## config.mk

```make
export PLATFORM = sky130hd
export DESIGN_NAME = pfc_req_sched
export DESIGN_NICKNAME = d
export VERILOG_FILES = /design/src/rtl/pfc_req_pkg.sv /design/src/rtl/pfc_cfg_regs.sv /design/src/rtl/pfc_hyst.sv /design/src/rtl/pfc_refresh_tmr.sv /design/src/rtl/pfc_req_hold.sv /design/src/rtl/pfc_req_sched.sv
export SDC_FILE = /design/constraint.sdc
export NUM_CORES = 1
export LEC_CHECK = 0
export CORE_ASPECT_RATIO = 2
export CORE_UTILIZATION = 55
export CTS_BUF_LIST = sky130_fd_sc_hd__clkbuf_4
export DETAILED_ROUTE_END_ITERATION = 8
export DONT_BUFFER_PORTS = 1
export PLACE_DENSITY_LB_ADDON = 0.2
export SETUP_SLACK_MARGIN = 0.3
export SLEW_MARGIN = 20
export SYNTH_ARGS = -nofsm -noshare
export SYNTH_HDL_FRONTEND = slang
export SYNTH_SLANG_ARGS = --single-unit
export TNS_END_PERCENT = 10
```

## constraint.sdc

```tcl
create_clock -name clk -period 5.9 [get_ports clk]
set_input_delay 1.18 -clock clk [delete_from_list [all_inputs] [get_ports clk]]
set_output_delay 1.18 -clock clk [all_outputs]
set_load 0.01 [all_outputs]
```

## src/rtl/pfc_req_pkg.sv

```systemverilog
package pfc_req_pkg;

  typedef enum logic [2:0] {
    CFG_XOFF_THR = 3'd0,
    CFG_XON_THR  = 3'd1,
    CFG_QUANTA   = 3'd2,
    CFG_REFRESH  = 3'd3,
    CFG_MODE     = 3'd4
  } cfg_addr_e;

  typedef enum logic {
    REQ_PAUSE   = 1'b0,
    REQ_RELEASE = 1'b1
  } req_kind_e;

  // Upper threshold may not be zero.
  function automatic int unsigned eff_upper(int unsigned prog);
    return (prog == 0) ? 1 : prog;
  endfunction

  // Lower threshold is kept strictly below the effective upper one.
  function automatic int unsigned eff_lower(int unsigned prog, int unsigned upper);
    return (prog >= upper) ? upper - 1 : prog;
  endfunction

  // True when the tick now being counted completes the refresh period.
  function automatic bit refresh_due(int unsigned cnt, int unsigned limit);
    return (cnt + 1) >= limit;
  endfunction

endpackage

```

## src/rtl/pfc_cfg_regs.sv

```systemverilog
module pfc_cfg_regs
  import pfc_req_pkg::*;
#(
  parameter int DEPTH = 1024,
  parameter int LVL_W = 11,
  parameter int Q_W   = 16
) (
  input  logic             clk,
  input  logic             rst,
  input  logic             cfg_wr,
  input  logic [2:0]       cfg_addr,
  input  logic [Q_W-1:0]   cfg_wdata,
  output logic [LVL_W-1:0] upper_eff,
  output logic [LVL_W-1:0] lower_eff,
  output logic [Q_W-1:0]   quanta,
  output logic [Q_W-1:0]   refresh,
  output logic             auto_rel
);
  localparam int UPPER_DEF = (DEPTH * 7) / 8;
  localparam int LOWER_DEF = (DEPTH * 3) / 4;
  localparam logic [Q_W-1:0] QUANTA_DEF  = '1;
  localparam logic [Q_W-1:0] REFRESH_DEF = {8'hFF, {(Q_W-8){1'b0}}};

  logic [LVL_W-1:0] upper_r, lower_r;
  logic [Q_W-1:0]   quanta_r, refresh_r;
  logic             auto_r;

  always_ff @(posedge clk) begin
    if (rst) begin
      upper_r   <= LVL_W'(UPPER_DEF);
      lower_r   <= LVL_W'(LOWER_DEF);
      quanta_r  <= QUANTA_DEF;
      refresh_r <= REFRESH_DEF;
      auto_r    <= 1'b0;
    end else if (cfg_wr) begin
      case (cfg_addr)
        CFG_XOFF_THR: upper_r   <= cfg_wdata[LVL_W-1:0];
        CFG_XON_THR:  lower_r   <= cfg_wdata[LVL_W-1:0];
        CFG_QUANTA:   quanta_r  <= cfg_wdata;
        CFG_REFRESH:  refresh_r <= cfg_wdata;
        CFG_MODE:     auto_r    <= cfg_wdata[0];
        default: ;
      endcase
    end
  end

  logic [LVL_W-1:0] up_fix;
  assign up_fix    = LVL_W'(eff_upper(32'(upper_r)));
  assign upper_eff = up_fix;
  assign lower_eff = LVL_W'(eff_lower(32'(lower_r), 32'(up_fix)));
  assign quanta    = quanta_r;
  assign refresh   = refresh_r;
  assign auto_rel  = auto_r;
endmodule

```

## src/rtl/pfc_hyst.sv

```systemverilog
module pfc_hyst #(
  parameter int LVL_W = 11
) (
  input  logic             clk,
  input  logic             rst,
  input  logic [LVL_W-1:0] level,
  input  logic [LVL_W-1:0] upper_eff,
  input  logic [LVL_W-1:0] lower_eff,
  output logic             cong,
  output logic             set_ev,
  output logic             clr_ev
);
  logic cong_r;
  logic above, below;

  assign above  = level > upper_eff;
  assign below  = level < lower_eff;
  assign set_ev = !cong_r && above;
  assign clr_ev = cong_r && below;

  always_ff @(posedge clk) begin
    if (rst)         cong_r <= 1'b0;
    else if (set_ev) cong_r <= 1'b1;
    else if (clr_ev) cong_r <= 1'b0;
  end

  assign cong = cong_r;
endmodule

```

## src/rtl/pfc_refresh_tmr.sv

```systemverilog
module pfc_refresh_tmr
  import pfc_req_pkg::*;
#(
  parameter int Q_W = 16
) (
  input  logic           clk,
  input  logic           rst,
  input  logic           tick,
  input  logic           arm,
  input  logic           stop,
  input  logic [Q_W-1:0] limit,
  output logic           fire,
  output logic           armed
);
  logic           armed_r;
  logic [Q_W-1:0] cnt_r;
  logic           due;

  assign due  = refresh_due(32'(cnt_r), 32'(limit));
  assign fire = armed_r && tick && !stop && !arm && due;

  always_ff @(posedge clk) begin
    if (rst || stop) begin
      armed_r <= 1'b0;
      cnt_r   <= '0;
    end else if (arm) begin
      armed_r <= 1'b1;
      cnt_r   <= '0;
    end else if (armed_r && tick) begin
      if (due) begin
        armed_r <= 1'b0;
        cnt_r   <= '0;
      end else begin
        cnt_r <= cnt_r + 1'b1;
      end
    end
  end

  assign armed = armed_r;
endmodule

```

## src/rtl/pfc_req_hold.sv

```systemverilog
module pfc_req_hold
  import pfc_req_pkg::*;
#(
  parameter int Q_W = 16
) (
  input  logic           clk,
  input  logic           rst,
  input  logic           set_ev,
  input  logic           clr_ev,
  input  logic           fire,
  input  logic           auto_rel,
  input  logic           ready,
  input  logic [Q_W-1:0] quanta_cfg,
  output logic           valid,
  output logic           is_rel,
  output logic           pause_acc,
  output logic [Q_W-1:0] quanta
);
  logic      valid_r, valid_n;
  req_kind_e kind_r, kind_n;

  always_comb begin
    valid_n = valid_r;
    kind_n  = kind_r;
    if (valid_r && ready) valid_n = 1'b0;
    if (set_ev || fire) begin
      valid_n = 1'b1;
      kind_n  = REQ_PAUSE;
    end else if (clr_ev) begin
      valid_n = auto_rel;
      kind_n  = REQ_RELEASE;
    end
  end

  always_ff @(posedge clk) begin
    if (rst) begin
      valid_r <= 1'b0;
      kind_r  <= REQ_PAUSE;
    end else begin
      valid_r <= valid_n;
      kind_r  <= kind_n;
    end
  end

  assign valid     = valid_r;
  assign is_rel    = (kind_r == REQ_RELEASE);
  assign pause_acc = valid_r && ready && (kind_r == REQ_PAUSE);
  assign quanta    = is_rel ? '0 : quanta_cfg;
endmodule

```

## src/rtl/pfc_req_sched.sv

```systemverilog
module pfc_req_sched #(
  parameter int DEPTH    = 1024,
  parameter int Q_W      = 16,
  parameter int PRIO_CNT = 8,
  parameter int PRIO_SEL = 0,
  localparam int LVL_W   = $clog2(DEPTH + 1)
) (
  input  logic                clk,
  input  logic                rst,
  input  logic [LVL_W-1:0]    fifo_level,
  input  logic                tick_q,
  input  logic                cfg_wr,
  input  logic [2:0]          cfg_addr,
  input  logic [Q_W-1:0]      cfg_wdata,
  input  logic                req_ready,
  output logic                req_valid,
  output logic [PRIO_CNT-1:0] req_prio_en,
  output logic [Q_W-1:0]      req_quanta
);
  logic [LVL_W-1:0] upper_eff, lower_eff;
  logic [Q_W-1:0]   quanta_cfg, refresh_cfg;
  logic             auto_rel;
  logic             cong, set_ev, clr_ev;
  logic             fire, armed;
  logic             is_rel, pause_acc;

  pfc_cfg_regs #(.DEPTH(DEPTH), .LVL_W(LVL_W), .Q_W(Q_W)) u_cfg (
    .clk(clk), .rst(rst), .cfg_wr(cfg_wr), .cfg_addr(cfg_addr),
    .cfg_wdata(cfg_wdata), .upper_eff(upper_eff), .lower_eff(lower_eff),
    .quanta(quanta_cfg), .refresh(refresh_cfg), .auto_rel(auto_rel)
  );

  pfc_hyst #(.LVL_W(LVL_W)) u_hyst (
    .clk(clk), .rst(rst), .level(fifo_level), .upper_eff(upper_eff),
    .lower_eff(lower_eff), .cong(cong), .set_ev(set_ev), .clr_ev(clr_ev)
  );

  pfc_refresh_tmr #(.Q_W(Q_W)) u_tmr (
    .clk(clk), .rst(rst), .tick(tick_q), .arm(pause_acc), .stop(clr_ev),
    .limit(refresh_cfg), .fire(fire), .armed(armed)
  );

  pfc_req_hold #(.Q_W(Q_W)) u_hold (
    .clk(clk), .rst(rst), .set_ev(set_ev), .clr_ev(clr_ev), .fire(fire),
    .auto_rel(auto_rel), .ready(req_ready), .quanta_cfg(quanta_cfg),
    .valid(req_valid), .is_rel(is_rel), .pause_acc(pause_acc),
    .quanta(req_quanta)
  );

  for (genvar g = 0; g < PRIO_CNT; g++) begin : g_prio
    assign req_prio_en[g] = (g == PRIO_SEL);
  end
endmodule

```

==> results of run 1 <==
[worst max-delay path by stage]
stage / startpoint / to / depth (start not counted)
global route: u_cfg.upper_r[6] / u_tmr.cnt_r[2] / 17
finish: u_cfg.upper_r[6] / u_tmr.cnt_r[2] / 17
detailed placement: u_cfg.upper_r[6] / u_tmr.cnt_r[7] / 16
CTS: u_cfg.upper_r[6] / u_tmr.cnt_r[2] / 16
floorplan: u_cfg.upper_r[6] / u_tmr.cnt_r[15] / 19
global placement: u_cfg.upper_r[6] / u_tmr.cnt_r[13] / 16
[stage by stage]
| step | util | hold slack [ns] | total power (uW) |
|---|---|---|---|
| after global routing | 0.5871 | 0.4832 | 995.8 |
| after floorplan | - | 0.4332 | 656.9 |
| after CTS | 0.5862 | 0.4617 | 959.8 |
| after detailed placement | 0.5716 | 0.4447 | 683.4 |
| after global placement | 0.5716 | 0.4398 | 678.9 |
| final | 0.5871 | 0.4603 | 947.4 |
[where the power goes]
group          internal (uW)  switching, uW  leakage [uW]
sequential               519           12.3      0.000608
clock                   91.3            184     0.0000621
combinational           51.8           89.4       0.00121
total                    662            285       0.00188
[cell families (layout without fill, tap and decap cells)]
group | after synthesis | count (layout) | synth area share
XOR/XNOR | 23 | 23 | 0.04404
adder cells (fa/ha/maj) | 50 | 50 | 0.1368
flip-flops | 75 | 75 | 0.3282
AND/OR/NAND/NOR | 219 | 219 | 0.2246
buffers and inverters | 63 | 51 | 0.06072
multiplexers | 20 | 20 | 0.04376
other | 2 | 9 | 0.001642
AO/OA/AOI/OAI | 115 | 115 | 0.1603
[cell type report]
cell class	instances	area, sq um	share of cell area
antenna	1	2.502	0.0005328
clock buffer	10	75.07	0.01598
clock inverter	6	41.29	0.008791
inverter	35	131.4	0.02797
multi-input combinational	435	2825	0.6015
sequential	75	1501	0.3197
tap	96	120.1	0.02557
[per-layer routing]
layer  vias up  track usage  wire length (um)
met5         -            0                 0
met4         0       0.1564               535
met3        33      0.05122               418
met2        91       0.5378              6394
met1      1811       0.2612              4053
li1       1946            -                 -
[cells in the final DEF, fill, tap and decap left out, drive strengths merged, types with 6 or more instances in the layout]
cell type | synthesis | routed
and3 | 6 | 6
nand3 | 17 | 17
nor3 | 10 | 10
xnor2 | 18 | 18
conb | 2 | 8
o21ai | 14 | 14
nor2b | 20 | 20
a211oi | 8 | 8
o211ai | 13 | 13
ha | 50 | 50
nand4 | 10 | 10
mux2i | 20 | 20
a21oi | 46 | 46
dfxtp | 75 | 75
nor2 | 31 | 31
inv | 35 | 36
a22oi | 8 | 8
clkbuf | 16 | 10
nand2 | 104 | 104
[state kept, by name, summed over array words and instances, names as in the netlist]
register and flops:
u_cfg.quanta 16, u_hold.valid 1, u_cfg.auto_rel 1, u_cfg.upper_r 11
u_hold.is_rel 1, u_cfg.refresh 16, u_hyst.cong 1, u_tmr.cnt_r 16
u_cfg.lower_r 11, u_tmr.armed 1
[critical path, stage by stage (launching register included)]
cell and delay [ns]:
dfxtp_1 0.38, nor4_2 0.44, a31o_2 0.28, ha_1 0.24
nor3b_1 0.20, nor2_1 0.07, o31ai_1 0.32, nand2_1 0.42
nand2_1 0.18, o21ai_0 0.10, ha_1 0.32, a21o_1 0.11
a21oi_1 0.09, or4_1 0.51, o211ai_1 0.17, o21ba_1 0.23
or3_1 0.62, a311oi_1 0.28
==> results.cfg, run 1 <==
[setup_path]
end_kind = flop
worst-path-max-fanout = 18
r2r_slack_ns = 0.84
worstPathArrival_ns = 5.41
reg2reg_from = u_cfg.upper_r[6]
crit_type = flop to flop
worstPathRequired_ns = 6.24
r2r-end = u_tmr.cnt_r[2]
rr_worst_depth = 17
cp-start-kind = flop

[clock_tree]
htree_levels = 3
hold_buffers = 0
ctsResizeCount = 0
post_cts_buffers = 0
insertion_delay_ns = 0.44
cts_tree = done
clk_pin_slew_ns = 0.13
cts_buffers = 9
cts_root_buffer = clkbuf_4
cts.path.max_buffers = 2
clock-sinks = 75

[route]
drc = 0
vias_per_cell = 5.898
drt_wl_total_um = 11400
vias = 3881
ant_nets = 0
dr.pass1.iters = 5
wire_per_inst_um = 17.33
initialDrtViolationCount = 155

[synth]
async_flop_share = 0
synth_edf_count = 0
synth_top_area_share = 0.3282
synth_common_cells = nand2_1, dfxtp_1, ha_1
ys_top_cells_by_area = dfxtp_1, ha_1, nand2_1, a21oi_1, mux2i_1
synthesis.area_sq_mm = 0.004574
syn_area_per_cell_sq_um = 8.068
synth.most_common_cell = nand2_1
synth_seq_cells = 75
ys_seq_area_frac = 0.3282
yosysTopAreaCell = dfxtp_1
yosysWarnings = 0
synth.distinct_cells = 50
synth-main-ff-cell = dfxtp_1
postSynthCellCount = 567

[run_status]
status = finished clean

[sta]
setup_viol = 0
skew_ns = 0.01645
slew_viol_final = 0
fin_tns_setup_ns = 0
tightest_slew_ns = 1.107
fin_crit_ns = 5.062
finalCritPeriodShare = 0.8580
slew_headroom = 0.2551
setup_ws_ns = 0.8378
fmax_mhz = 197.5
finalHoldViolations = 0
rsz0062_at_grt = no

[final_layout]
fin_area_sq_mm = 0.004697
drive_above_1_share = 0.04100
area_growth_syn_to_layout_pct = 2.680
final_nets = 641
fin_cells = 658
fillers = 762

[job]
maxCapViolCount = 0

[die]
start_util = 0.5718
rows = 46
die_h_um = 131.0
die_x_um = 66.49
dieArea_sq_mm = 0.008708
ioPinCount = 60
fp.coreArea_sq_mm = 0.008000

[power_and_ir_drop]
p_leak_uw = 0.001881
peakVddDrop_mv = 0.1689
powerDensity_mw_per_mm2 = 201.7

[global_route]
grt_pass1_vias = 3761
overflow = 0
grt_max_degree = 32
grt_usage = 0.2778
grt_pass1_wl_um = 17660
antenna_found_initial = 1

[worst_hold_path]
holdPathStages = 2
min-delay-start = u_cfg.refresh[2]
hp-class = flop to flop
holdPathEnd = u_cfg.refresh[2]

[placed_design]
place_area_sq_mm = 0.004573
hpwl_um = 9152
post-place-ws_ns = 0.8815
gp_congestion = 0.8829
place_inst = 641
port_buffers = 0
Note: power is estimated with default switching activity, not from simulation.
==> run 2: changes to the inputs <==
--- a/config.mk
+++ b/config.mk
@@ -12,7 +12,6 @@
 export DONT_BUFFER_PORTS = 1
 export PLACE_DENSITY_LB_ADDON = 0.2
 export SETUP_SLACK_MARGIN = 0.3
-export SLEW_MARGIN = 20
 export SYNTH_ARGS = -nofsm -noshare
 export SYNTH_HDL_FRONTEND = slang
 export SYNTH_SLANG_ARGS = --single-unit
==> run 2 against run 1 <==
  * Sequential share of layout area hardly changed
  * Utilization shrank 0.063 points
  * Die area did not move
  * Critical path depth unchanged
  * Combinational power barely moved
  * Fmax hardly changed
  * Cell count unchanged
  * Total power barely moved
  * Critical path type unchanged
  * Highest routed layer unchanged
==> results.cfg, run 2 (synthesis results as in run 1) <==
[run_status]
status = finished clean

[route]
wire_per_inst_um = 17.35
drt_wl_total_um = 11410
vias_per_cell = 5.892
initialDrtViolationCount = 156
vias = 3877
ant_nets = 0
drc = 0
dr.pass1.iters = 4

[sta]
skew_ns = 0.01658
finalCritPeriodShare = 0.8588
slew_headroom = 0.1620
fin_tns_setup_ns = 0
tightest_slew_ns = 1.256
finalHoldViolations = 0
fmax_mhz = 197.4
fin_crit_ns = 5.067
setup_viol = 0
rsz0062_at_grt = no
slew_viol_final = 0

[placed_design]
hpwl_um = 9152
port_buffers = 0
place_inst = 641
place_area_sq_mm = 0.004573
gp_congestion = 0.8829

[clock_tree]
cts.path.max_buffers = 2
clock-sinks = 75
cts_buffers = 9
cts_tree = done
clk_pin_slew_ns = 0.13
htree_levels = 3
post_cts_buffers = 0
ctsResizeCount = 0
hold_buffers = 0
insertion_delay_ns = 0.44
cts_root_buffer = clkbuf_4

[die]
start_util = 0.5718
die_x_um = 66.49
ioPinCount = 60
dieArea_sq_mm = 0.008708
die_h_um = 131.0
rows = 46
fp.coreArea_sq_mm = 0.008000

[global_route]
overflow = 0
grt_usage = 0.2778
grt_pass1_wl_um = 17660
antenna_found_initial = 1
grt_pass1_vias = 3761
grt_max_degree = 32

[final_layout]
final_common_cell = nand2_1
fin_area_sq_mm = 0.004692
fin_cells = 658
area_growth_syn_to_layout_pct = 2.571
final_cell_mix = nand2_1, dfxtp_1, ha_1, a21oi_1, inv_1
final_nets = 641
drive_above_1_share = 0.04100

[power_and_ir_drop]
powerDensity_mw_per_mm2 = 202.0
p_leak_uw = 0.001880
peakVddDrop_mv = 0.1682

[setup_path]
worst-path-max-fanout = 18
crit_type = flop to flop
end_kind = flop
worstPathRequired_ns = 6.24
cp-start-kind = flop
worstPathArrival_ns = 5.41

[job]
maxCapViolCount = 0

[worst_hold_path]
hp-class = flop to flop
## run 2: power breakdown
part	switching, uW	leakage [uW]	internal [uW]	total (uW)
Clock	184	0.0000621	91.3	275
Combinational	89.3	0.00121	51.8	141
Sequential	12.3	0.000608	519	531
## run 2: worst paths after layout
kind               startpoint               end  slack, ns  cells past startpoint
max          u_cfg.upper_r[6]    u_tmr.cnt_r[2]       0.83                     17
min          u_cfg.refresh[2]  u_cfg.refresh[2]       0.46                      2
max reg2reg  u_cfg.upper_r[6]    u_tmr.cnt_r[2]       0.83                     17
min reg2reg  u_cfg.refresh[2]  u_cfg.refresh[2]       0.46                      2
## run 2: metrics by stage
| step | total power, uW | setup slack (ns) | hold WS [ns] | utilization |
|---|---|---|---|---|
| 6_report | 947.7 | 0.8334 | 0.4603 | 0.5865 |
| 5_1_grt | 995.8 | 0.3924 | 0.4832 | 0.5865 |
| 4_1_cts | 959.8 | 0.8417 | 0.4617 | 0.5862 |
| 3_5_place_dp | 683.4 | 0.8815 | 0.4447 | 0.5716 |
| 3_3_place_gp | 678.9 | 1.017 | 0.4398 | 0.5716 |
| 2_1_floorplan | 656.9 | 1.630 | 0.4332 | - |
## run 2: area by class of cell
class | count | area [sq um]
clock buffers | 10 | 75.07
fillers | 762 | 3308
well taps | 96 | 120.1
inverters | 35 | 131.4
diodes | 1 | 2.502
flip-flops and latches | 75 | 1501
multi-input cells | 435 | 2820
clock inverters | 6 | 41.29
## run 2: routing by layer
metal  routed length [um]  up-vias  track usage
met2                 6405       91       0.5378
met1                 4043     1808       0.2612
met3                  433       34      0.05122
li1                     -     1944            -
met5                    0        -            0
met4                  532        0       0.1564
## run 2: critical path, cell delays in order, from the launching register on
cell	delay (ns)
dfxtp_1	0.38
nor4_2	0.44
a31o_2	0.28
ha_1	0.24
nor3b_1	0.20
nor2_1	0.07
o31ai_1	0.32
nand2_1	0.43
nand2_1	0.18
o21ai_0	0.10
ha_1	0.32
a21o_1	0.11
a21oi_1	0.09
or4_1	0.51
o211ai_1	0.17
o21ba_1	0.23
or3_1	0.62
a311oi_1	0.28
==> run 3: changes to the inputs <==
--- a/config.mk
+++ b/config.mk
@@ -6,6 +6,7 @@
 export NUM_CORES = 1
 export LEC_CHECK = 0
 export CORE_ASPECT_RATIO = 2
+export CORE_MARGIN = 5
 export CORE_UTILIZATION = 55
 export CTS_BUF_LIST = sky130_fd_sc_hd__clkbuf_4
 export DETAILED_ROUTE_END_ITERATION = 8
==> run 3 against run 2 <==
  * Combinational power hardly changed
  * Fmax is 0.37% lower
  * Critical path depth unchanged
  * Sequential share of layout area shrank 0.36 points
  * Worst hold slack gained 0.0027 ns
  * Critical endpoint is now u_tmr.cnt_r[13]
==> results.cfg, run 3 (synthesis results as in run 1) <==
[final_layout]
final_common_cell = nand2_1
fillers = 794
final_nets = 642
utilization = 0.5764
drive_above_1_share = 0.04626
area_growth_syn_to_layout_pct = 3.747
fin_area_sq_mm = 0.004746
final_cell_mix = nand2_1, dfxtp_1, ha_1, a21oi_1, inv_1

[route]
vias_per_cell = 5.847
wire_per_inst_um = 17.90
initialDrtViolationCount = 237
vias = 3865
ant_nets = 0
drc = 0
drt_wl_total_um = 11830
dr.pass1.iters = 4

[placed_design]
gp_congestion = 0.9322
place_area_sq_mm = 0.004583
hpwl_um = 9596
port_buffers = 0

[clock_tree]
cts.path.max_buffers = 2
clock-sinks = 75
cts_tree = done
hold_buffers = 0
cts_buffers = 9
post_cts_buffers = 0
ctsResizeCount = 0
insertion_delay_ns = 0.42
cts_root_buffer = clkbuf_4
clk_pin_slew_ns = 0.11
htree_levels = 3

[die]
ioPinCount = 60
dieArea_sq_mm = 0.01035
rows = 47
die_h_um = 139.0
fp.coreArea_sq_mm = 0.008233
start_util = 0.5556
die_x_um = 74.49

[sta]
fmax_mhz = 196.6
tightest_slew_ns = 1.016
slew_viol_final = 0
fin_crit_ns = 5.085
setup_viol = 0
rsz0062_at_grt = no
finalHoldViolations = 0
finalCritPeriodShare = 0.8619
fin_tns_setup_ns = 0
skew_ns = 0.01924
slew_headroom = 0.3221

[setup_path]
rr_worst_depth = 17
worstPathArrival_ns = 5.41
cp-start-kind = flop
worstPathRequired_ns = 6.22
reg2reg_from = u_cfg.upper_r[6]
crit_type = flop to flop
worst-path-max-fanout = 18
r2r_slack_ns = 0.81
r2r-end = u_tmr.cnt_r[13]
end_kind = flop

[power_and_ir_drop]
clkPwrFrac = 0.346
p_leak_uw = 0.001911
sw_frac_of_total = 0.2694
p_int_uw = 751.2
combPwrFrac = 0.137
switchingPower_uw = 276.9
powerDensity_mw_per_mm2 = 216.6
peakVddDrop_mv = 0.1939
seqPwrFrac = 0.517

[worst_hold_path]
holdPathStages = 2
hp-class = flop to flop
min-delay-start = u_cfg.refresh[2]
holdPathEnd = u_cfg.refresh[2]

[global_route]
antenna_found_initial = 1
grt_usage = 0.2361
grt_max_degree = 32
grt_pass1_wl_um = 18770
overflow = 0
grt_pass1_vias = 3881

[run_status]
status = finished clean

[job]
maxCapViolCount = 0
[run 3: cell types whose count changed in the layout (fill, tap and decap cells not counted), sizes merged]
cell,before,now
buf,0,1
inv,36,35
bufinv,0,2
clkinv,4,2
clkbuf,10,11
[run 3: cell type report]
class,count,area (sq um),area share
clock inverter,5,77.57,0.01635
clock buffer,11,82.58,0.01740
inverter,35,131.4,0.02768
antenna,1,2.502,0.0005273
sequential,75,1501,0.3164
timing repair buffer,1,7.507,0.001582
multi-input combinational,435,2820,0.5943
tap,98,122.6,0.02584
[run 3: worst max-delay path by stage]
stage / to / start / slack, ns / depth (start not counted)
5_1_grt: u_tmr.cnt_r[7] / u_cfg.upper_r[6] / 0.36 / 16
3_3_place_gp: u_tmr.cnt_r[2] / u_cfg.upper_r[6] / 1.01 / 16
6_report: u_tmr.cnt_r[13] / u_cfg.upper_r[6] / 0.81 / 17
3_5_place_dp: u_tmr.cnt_r[2] / u_cfg.upper_r[6] / 0.87 / 17
4_1_cts: u_tmr.cnt_r[13] / u_cfg.upper_r[6] / 0.86 / 17
2_1_floorplan: u_tmr.cnt_r[15] / u_cfg.upper_r[6] / 1.63 / 19
[run 3: power groups by stage]
stage	clock (uW)	sequential, uW	combinational [uW]
3_5_place_dp	0	543	141
2_1_floorplan	0	537	120
3_3_place_gp	0	542	138
6_report	356	531	141
5_1_grt	387	533	160
4_1_cts	363	531	142
[run 3: stage by stage]
step | power (uW) | setup WS [ns] | hold WS [ns] | instances
after CTS | 1036 | 0.8573 | 0.4623 | 660
after floorplan | 656.9 | 1.630 | 0.4332 | 573
after detailed placement | 683.8 | 0.8706 | 0.4462 | 644
after global placement | 679.9 | 1.013 | 0.4378 | 644
final | 1028 | 0.8146 | 0.4630 | 661
after global routing | 1080 | 0.3579 | 0.4794 | 661
[run 3: critical path: stages (launching register included)]
cell      delay, ns
dfxtp_1        0.37
nor4_2         0.44
a31o_2         0.28
ha_1           0.25
nor3b_1        0.19
nor2_1         0.07
o31ai_1        0.35
nand2_1        0.44
nand2_1        0.18
o21ai_0        0.11
ha_1           0.32
a21o_1         0.12
a21oi_1        0.09
or4_1          0.50
o211ai_1       0.15
o21ba_1        0.23
or3_1          0.62
a311oi_1       0.30
[run 3: metal layers]
| metal | wire [um] | global-route usage | part of all wire |
|---|---|---|---|
| met1 | 4048 | 0.2247 | 0.34 |
| met2 | 6823 | 0.4566 | 0.58 |
| met3 | 510 | 0.04136 | 0.043 |
| met4 | 448 | 0.1079 | 0.038 |
| met5 | 0 | 0 | 0 |
